`src/rtl/fnr_pkg.sv`:
```
package fnr_pkg;
   typedef enum logic [1:0] {
      EVK_NONE = 2'd0,
      EVK_CPU  = 2'd1,
      EVK_EXT  = 2'd2,
      EVK_SOFT = 2'd3
   } evk_e;

   typedef enum logic [1:0] {
      CLS_BENIGN  = 2'd0,
      CLS_CONTRIB = 2'd1,
      CLS_PAGE    = 2'd2
   } cls_e;

   typedef enum logic [2:0] {
      RES_DELIVER = 3'd0,
      RES_DOUBLE  = 3'd3,
      RES_TRIPLE  = 3'd4,
      RES_HANG    = 3'd5,
      RES_INVALID = 3'd7
   } res_e;

   localparam int INFO_W    = 8;
   localparam int INF_NONE  = 0;
   localparam int INF_ACAC  = 1;
   localparam int INF_PFPF  = 2;
   localparam int INF_PFCON = 3;
   localparam int INF_EXTX  = 4;
   localparam int INF_EXTPF = 5;
   localparam int INF_SOFTX = 6;
   localparam int INF_NMIPF = 7;

   localparam int V_DE  = 0;
   localparam int V_NMI = 2;
   localparam int V_DF  = 8;
   localparam int V_TS  = 10;
   localparam int V_NP  = 11;
   localparam int V_SS  = 12;
   localparam int V_GP  = 13;
   localparam int V_PF  = 14;
   localparam int V_AC  = 17;
   localparam int V_VE  = 20;
   localparam int V_SX  = 30;
endpackage

```
`src/rtl/fnr_vec_class.sv`:
```
module fnr_vec_class
   import fnr_pkg::*;
#(
   parameter int VEC_W  = 8,
   parameter bit HAS_VE = 1'b1,
   parameter bit HAS_SX = 1'b1
) (
   input  logic [VEC_W-1:0] vec,
   output cls_e             cls
);
   logic ve_hit;
   logic sx_hit;
   logic con_hit;
   logic pg_hit;

   generate
      if (HAS_VE) begin : g_ve
         assign ve_hit = (vec == VEC_W'(V_VE));
      end else begin : g_no_ve
         assign ve_hit = 1'b0;
      end
      if (HAS_SX) begin : g_sx
         assign sx_hit = (vec == VEC_W'(V_SX));
      end else begin : g_no_sx
         assign sx_hit = 1'b0;
      end
   endgenerate

   assign con_hit = (vec == VEC_W'(V_DE)) || (vec == VEC_W'(V_TS)) ||
                    (vec == VEC_W'(V_NP)) || (vec == VEC_W'(V_SS)) ||
                    (vec == VEC_W'(V_GP)) || sx_hit;
   assign pg_hit  = (vec == VEC_W'(V_PF)) || ve_hit;

   always_comb begin
      if (pg_hit)       cls = CLS_PAGE;
      else if (con_hit) cls = CLS_CONTRIB;
      else              cls = CLS_BENIGN;
   end
endmodule

```
`src/rtl/fnr_escalate.sv`:
```
module fnr_escalate
   import fnr_pkg::*;
#(
   parameter int VEC_W = 8
) (
   input  evk_e              prev_k,
   input  logic [VEC_W-1:0]  prev_v,
   input  cls_e              prev_c,
   input  evk_e              cur_k,
   input  logic [VEC_W-1:0]  cur_v,
   input  cls_e              cur_c,
   output res_e              res,
   output logic [INFO_W-1:0] info
);
   always_comb begin
      res  = RES_DELIVER;
      info = '0;
      if (cur_k != EVK_CPU) begin
         res = RES_INVALID;
      end else begin
         unique case (prev_k)
            EVK_CPU: begin
               if (prev_c == CLS_PAGE) begin
                  if (cur_c == CLS_PAGE) begin
                     res = RES_DOUBLE;
                     info[INF_PFPF] = 1'b1;
                  end else if (cur_c == CLS_CONTRIB) begin
                     res = RES_DOUBLE;
                     info[INF_PFCON] = 1'b1;
                  end
               end else if (prev_c == CLS_CONTRIB) begin
                  if (cur_c == CLS_CONTRIB) res = RES_DOUBLE;
               end else if (prev_v == VEC_W'(V_DF)) begin
                  if (cur_c != CLS_BENIGN) res = RES_TRIPLE;
               end else if (prev_v == VEC_W'(V_NMI) && cur_v == VEC_W'(V_PF)) begin
                  info[INF_NMIPF] = 1'b1;
               end else if (prev_v == VEC_W'(V_AC) && cur_v == VEC_W'(V_AC)) begin
                  res = RES_HANG;
                  info[INF_ACAC] = 1'b1;
               end
            end
            EVK_EXT: begin
               info[INF_EXTX] = 1'b1;
               if (cur_v == VEC_W'(V_PF)) info[INF_EXTPF] = 1'b1;
            end
            EVK_SOFT: info[INF_SOFTX] = 1'b1;
            default: ;
         endcase
      end
      if (info == '0) info[INF_NONE] = 1'b1;
   end
endmodule

```
`src/rtl/fnr_final.sv`:
```
module fnr_final
   import fnr_pkg::*;
#(
   parameter int VEC_W = 8,
   parameter int ERR_W = 32
) (
   input  res_e             res,
   input  evk_e             prev_k,
   input  logic [VEC_W-1:0] cur_v,
   input  logic             cur_ev,
   input  logic [ERR_W-1:0] cur_e,
   output logic [VEC_W-1:0] fin_v,
   output logic             fin_ev,
   output logic [ERR_W-1:0] fin_e
);
   logic ext_src;
   assign ext_src = (prev_k == EVK_CPU) || (prev_k == EVK_EXT);

   always_comb begin
      if (res == RES_DOUBLE) begin
         fin_v  = VEC_W'(V_DF);
         fin_ev = 1'b1;
         fin_e  = '0;
      end else begin
         fin_v  = cur_v;
         fin_ev = cur_ev;
         fin_e  = cur_e;
      end
      if (res != RES_INVALID && ext_src && fin_ev &&
          fin_v != VEC_W'(V_PF) && fin_v != VEC_W'(V_DF))
         fin_e[0] = 1'b1;
   end
endmodule

```
`src/rtl/fnr_nest_cnt.sv`:
```
module fnr_nest_cnt #(
   parameter int MAX_NEST = 3
) (
   input  logic clk,
   input  logic rst_n,
   input  logic req,
   input  logic done,
   output logic abort
);
   localparam int CNT_W = $clog2(MAX_NEST + 1);

   logic [CNT_W-1:0] depth_q;
   logic [CNT_W-1:0] depth_eff;

   assign depth_eff = done ? '0 : depth_q;
   assign abort     = req && (depth_eff >= CNT_W'(MAX_NEST));

   always_ff @(posedge clk) begin
      if (!rst_n)            depth_q <= '0;
      else if (req && !abort) depth_q <= depth_eff + CNT_W'(1);
      else                   depth_q <= depth_eff;
   end
endmodule

```
`src/rtl/fault_nest_resolver.sv`:
```
module fault_nest_resolver
   import fnr_pkg::*;
#(
   parameter int VEC_W    = 8,
   parameter int ERR_W    = 32,
   parameter int MAX_NEST = 3,
   parameter bit HAS_VE   = 1'b1,
   parameter bit HAS_SX   = 1'b1
) (
   input  logic             clk,
   input  logic             rst_n,
   input  logic             req_valid,
   input  logic [1:0]       prev_kind,
   input  logic [VEC_W-1:0] prev_vec,
   input  logic [1:0]       cur_kind,
   input  logic [VEC_W-1:0] cur_vec,
   input  logic             cur_err_vld,
   input  logic [ERR_W-1:0] cur_err,
   input  logic             done_pulse,
   output logic             rsp_valid,
   output logic [2:0]       rsp_outcome,
   output logic [7:0]       rsp_info,
   output logic [VEC_W-1:0] rsp_vec,
   output logic             rsp_err_vld,
   output logic [ERR_W-1:0] rsp_err,
   output logic             rsp_shutdown
);
   generate
      if (VEC_W < 5) begin : g_bad_vec
         $error("VEC_W too small for vector 30");
      end
      if (ERR_W < 1) begin : g_bad_err
         $error("ERR_W must be positive");
      end
      if (MAX_NEST < 1) begin : g_bad_nest
         $error("MAX_NEST must be positive");
      end
   endgenerate

   evk_e              pk, ck;
   cls_e              pc, cc;
   res_e              res;
   logic [INFO_W-1:0] info;
   logic [VEC_W-1:0]  fin_v;
   logic              fin_ev;
   logic [ERR_W-1:0]  fin_e;
   logic              abort;

   assign pk = evk_e'(prev_kind);
   assign ck = evk_e'(cur_kind);

   fnr_vec_class #(.VEC_W(VEC_W), .HAS_VE(HAS_VE), .HAS_SX(HAS_SX)) prev_cls_i (
      .vec(prev_vec), .cls(pc));
   fnr_vec_class #(.VEC_W(VEC_W), .HAS_VE(HAS_VE), .HAS_SX(HAS_SX)) cur_cls_i (
      .vec(cur_vec), .cls(cc));

   fnr_escalate #(.VEC_W(VEC_W)) esc_i (
      .prev_k(pk), .prev_v(prev_vec), .prev_c(pc),
      .cur_k(ck), .cur_v(cur_vec), .cur_c(cc),
      .res(res), .info(info));

   fnr_final #(.VEC_W(VEC_W), .ERR_W(ERR_W)) fin_i (
      .res(res), .prev_k(pk), .cur_v(cur_vec), .cur_ev(cur_err_vld), .cur_e(cur_err),
      .fin_v(fin_v), .fin_ev(fin_ev), .fin_e(fin_e));

   fnr_nest_cnt #(.MAX_NEST(MAX_NEST)) cnt_i (
      .clk(clk), .rst_n(rst_n), .req(req_valid), .done(done_pulse), .abort(abort));

   always_ff @(posedge clk) begin
      if (!rst_n) begin
         rsp_valid    <= 1'b0;
         rsp_outcome  <= '0;
         rsp_info     <= '0;
         rsp_vec      <= '0;
         rsp_err_vld  <= 1'b0;
         rsp_err      <= '0;
         rsp_shutdown <= 1'b0;
      end else begin
         rsp_valid    <= req_valid;
         rsp_shutdown <= abort;
         if (req_valid) begin
            if (abort) begin
               rsp_outcome <= RES_TRIPLE;
               rsp_info    <= 8'h01;
               rsp_vec     <= cur_vec;
               rsp_err_vld <= cur_err_vld;
               rsp_err     <= cur_err;
            end else begin
               rsp_outcome <= res;
               rsp_info    <= info;
               rsp_vec     <= fin_v;
               rsp_err_vld <= fin_ev;
               rsp_err     <= fin_e;
            end
         end
      end
   end
endmodule

```
`config.mk`:
```
export PLATFORM = sky130hd
export DESIGN_NAME = fault_nest_resolver
export DESIGN_NICKNAME = d
export VERILOG_FILES = /design/src/rtl/fnr_pkg.sv /design/src/rtl/fnr_vec_class.sv /design/src/rtl/fnr_escalate.sv /design/src/rtl/fnr_final.sv /design/src/rtl/fnr_nest_cnt.sv /design/src/rtl/fault_nest_resolver.sv
export SDC_FILE = /design/constraint.sdc
export NUM_CORES = 1
export LEC_CHECK = 0
export BUFFER_PORTS_ARGS = -buffer_cell sky130_fd_sc_hd__buf_2
export CORE_MARGIN = 10
export CORE_UTILIZATION = 52
export DETAILED_ROUTE_END_ITERATION = 10
export PLACE_DENSITY = 0.85
export SLEW_MARGIN = 30
export SYNTH_ARGS = -nofsm -noshare
export SYNTH_HDL_FRONTEND = slang
export SYNTH_SLANG_ARGS = --single-unit
```
`constraint.sdc`:
```
create_clock -name clk -period 4.34 [get_ports clk]
set_input_delay 0 -clock clk [delete_from_list [all_inputs] [get_ports clk]]
set_output_delay 0 -clock clk [all_outputs]
set_load 0.02 [all_outputs]
```
==> summary.txt <==
Route
  – First DRT Iteration DRCs: 129
  – Number of iterations in the first detailed-routing pass: 4
  – Final Routed Wirelength: 8.145 mm
  – Detail-routed net length per standard cell: around 16 um
  – Via count: 2729
  – Remaining antenna violation count: 0
  – Number of remaining DRC errors: 0
  – Via density per instance: between 5 and 6

Power and ir drop
  – Cell area power density: 278.5 mW/mm2
  – Worst IR drop on VDD: about 220 uV
  – Lkg Pwr: 1.646 nW

Global route
  – Met1 demand-to-capacity share in global routing: 23.92%
  – Congestion Overflow GR: 0
  – Total routing usage reported by global routing: between 10% and 20%
  – Number of global-route vias before repair: between 2000 and 3000
  – Global-route track usage on met3: 6.235%
  – Fraction of met2 tracks used by global routing: 28.92%
  – Number of antenna violations at the first check in global routing: 0
  – Most used routing layer in global routing: met2
  – First-pass GRT wire length: 13.68 mm
  – Pin count of the biggest net entering global routing: 62

CTS
  – Latest clock arrival within the worst-skew pair: about 290 ps
  – Resize count post-CTS: 0
  – Count of buffers added by post-CTS timing repair for setup: 0
  – CTS Sinks: 56
  – Clock buffers created by TritonCTS: 5
  – Largest buffer count on any clock path: 2
  – Root Buffer: clkbuf_8
  – Clk pin slew, worst setup/hold paths: 100 ps
  – Number of H-tree levels: 2
  – CTS tree: done

Yosys
  – Total of warnings raised by yosys: 0
  – Sequential area share after synthesis: 39.65%
  – Post-synthesis net count: ~370
  – Mean cell area of the mapped netlist: 9.063 um2
  – Fraction of the mapped netlist area in adder cells: 1.770%
  – Parity-gate share of the synthesized area counting xor and xnor cells: approximately 1.2%
  – Synth Cell Area: 0.002828 mm2
  – EDFF count, synth: 0
  – Number of flip-flops and latches in the synthesized netlist: 56
  – Share of flip-flops with an asynchronous set or reset after synthesis: 0%
  – Mux cell area share after synthesis: 1.770%
  – Number of different library cells in the post-synthesis netlist: 50
  – Cells after synthesis: 312
  – Combinational family with the most area after synthesis: simple AND/OR/NAND/NOR gates
  – Synthesized-area fraction occupied by ao, oa, aoi and oai cells: 18.94%
  – Simple logic cell fraction of the synthesized area: 30.97%
  – Top_reg_cell synth: dfxtp_1

Floorplanning
  – Die width: about 94 um
  – Die span in y: 93.74 um
  – Starting Density: 54.33%
  – Die area: between 0.008 and 0.009 mm2
  – Num ports: around 110
  – Core Footprint: between 0.005 and 0.006 mm2
  – Number of standard-cell rows in the floorplan: 26

Placement
  – Number of buffers inserted by port buffering: 110
  – Post-detail-place hpwl: 5.696 mm
  – Worst setup slack after placement: 1664 ps
  – Dpl cells: 467
  – GPL Wtd Cong: 0.8471

Timing
  – Worst Clk Skew: 4.661 ps
  – Hold Slack: roughly 11 ps
  – Number of failing hold endpoints at the final stage: 0
  – Final Max Tran Viols: 0
  – Number of endpoints failing setup at the final stage: 0
  – Time the final worst path needs with I/O delays and setup: 2661 ps
  – Unrepaired setup endpoints after global routing: false
  – Max-slew headroom at the worst pin: 53.41%
  – Post-layout worst setup margin: about 1700 ps
  – Setup TNS after final layout: 0 ps
  – Worst-margin pin slew: 696.6 ps
  – Post-route clock period utilization: 61.32%
  – F_max: approximately 0.38 GHz

Layout
  – Count of nets after finishing: 497
  – Total inserted antenna cells: 0
  – Share of post-route cells with drive strength above 1: between 30 and 40%
  – Final cell count without fillers: 507
  – Commonest cells after routing, fill and taps aside: 109 x buf_2, 56 x dfxtp_1, 38 x nand3b_1, 38 x nand3_1, 32 x dlygate4sd3_1
  – Utilization after layout: approximately 72%
  – Most common cell after layout, fill and taps aside: buf_2
  – Area growth from synthesis to final layout: 33.05%

Setup path
  – Cells along the critical path: nor2b_1, ha_1, a21o_1, a41o_1, o31a_1, nor3_4, buf_4, o221a_2
  – Max incr delay on CP: roughly 600 ps
  – Biggest fanout along the worst timing path: 24
  – Arrival time of data at the critical path endpoint: 2910 ps
  – Required time worst endpoint: 4590 ps
  – Setup crit end kind: flop
  – Cell type of the slowest stage on the worst timing path: nor3_4
  – Critical setup path kind: flop to flop
  – Critical path launch point type: flop
  – Crit. Startpoint: cnt_i.depth_q[0]
  – Reg2reg start: cnt_i.depth_q[0]

Hold path
  – Hold path startpoint: cur_vec[6]
  – Classification of the worst-slack hold path: input pin to flop

Job
  – Max_cap viols: 0

Outcome
  – Run status: finished, final reports clean
[flip-flops by register name, indices dropped and copies added (netlist names)]
register       flops
cnt_i.depth_q      2
rsp_err           32
rsp_err_vld        1
rsp_info           8
rsp_outcome        3
rsp_shutdown       1
rsp_valid          1
rsp_vec            8
[power by group]
part           total (mW)  switching, mW  internal, mW
Clock               0.276          0.160         0.116
Combinational       0.216          0.121        0.0955
Sequential          0.555         0.0145         0.541
[per-stage QoR]
| stage | total power [mW] | area [um2] |
|---|---|---|
| floorplan | 0.6860 | 2828 |
| detailed placement | 0.7591 | 3354 |
| CTS | 1.055 | 3760 |
| global route | 1.103 | 3762 |
| finish | 1.048 | 3762 |
| global placement | 0.7540 | 3354 |
[per-layer routing]
layer	wire, um	up-vias
li1	-	1377
met1	3697	1256
met2	3764	88
met3	610	8
met5	0	-
met4	72	0
[Yosys cell counts (3+ instances only)]
cell / number / area (um2)
ha_1: 4 / 50.05
and3b_1: 3 / 26.28
o21ai_2: 30 / 262.8
buf_2: 5 / 25.02
mux2i_1: 5 / 50.05
clkbuf_1: 19 / 71.32
nor3_1: 6 / 30.03
nor2b_1: 17 / 106.4
nand2b_1: 4 / 25.02
inv_1: 7 / 26.28
nand3b_1: 38 / 285.3
buf_6: 3 / 33.78
or3_1: 4 / 25.02
and2_1: 4 / 25.02
nor4_1: 4 / 25.02
nor2_1: 6 / 22.52
o21ai_0: 9 / 45.04
nand3_1: 38 / 190.2
nand2_1: 6 / 22.52
a21oi_1: 7 / 35.03
dfxtp_1: 56 / 1121
[worst paths after layout]
kind            endpoint  slack, ps  depth (start not counted)
max          rsp_err_vld       1680                          8
min           rsp_vec[6]         10                          3
max reg2reg  rsp_err_vld       1680                          8
min reg2reg  rsp_err[23]        490                          2
[worst max-delay path, delay by kind of cell, from the launching register on]
| kind | cells | cell delay, ps |
|---|---|---|
| buffers and inverters | 1 | 490 |
| adder cells (fa/ha/maj) | 1 | 230 |
| AO/OA/AOI/OAI | 4 | 840 |
| AND/OR/NAND/NOR | 2 | 740 |
| flip-flops | 1 | 310 |
[final cells by class]
cell class	count	area, um2
Multi-Input combinational cell	221	1546
Fill cell	405	1443
Sequential cell	56	1121
Timing Repair Buffer	145	895.9
Tap cell	70	87.58
Clock buffer	7	76.32
Inverter	7	26.28
Clock inverter	1	8.758
[cells by family (layout without fill, tap and decap cells)]
kind of cell | count (synthesis) | in the layout
AO/OA/AOI/OAI | 68 | 68
XOR/XNOR | 4 | 4
adder cells (fa/ha/maj) | 4 | 4
buffers and inverters | 35 | 160
flip-flops | 56 | 56
multiplexers | 5 | 5
AND/OR/NAND/NOR | 140 | 140
[timing repair]
action                                  in CTS  in global routing
hold endpoints to repair                    32                  0
endpoints found under the setup margin       0                  0
hold buffers                                32                  0
(Power assumes the default switching activity.)
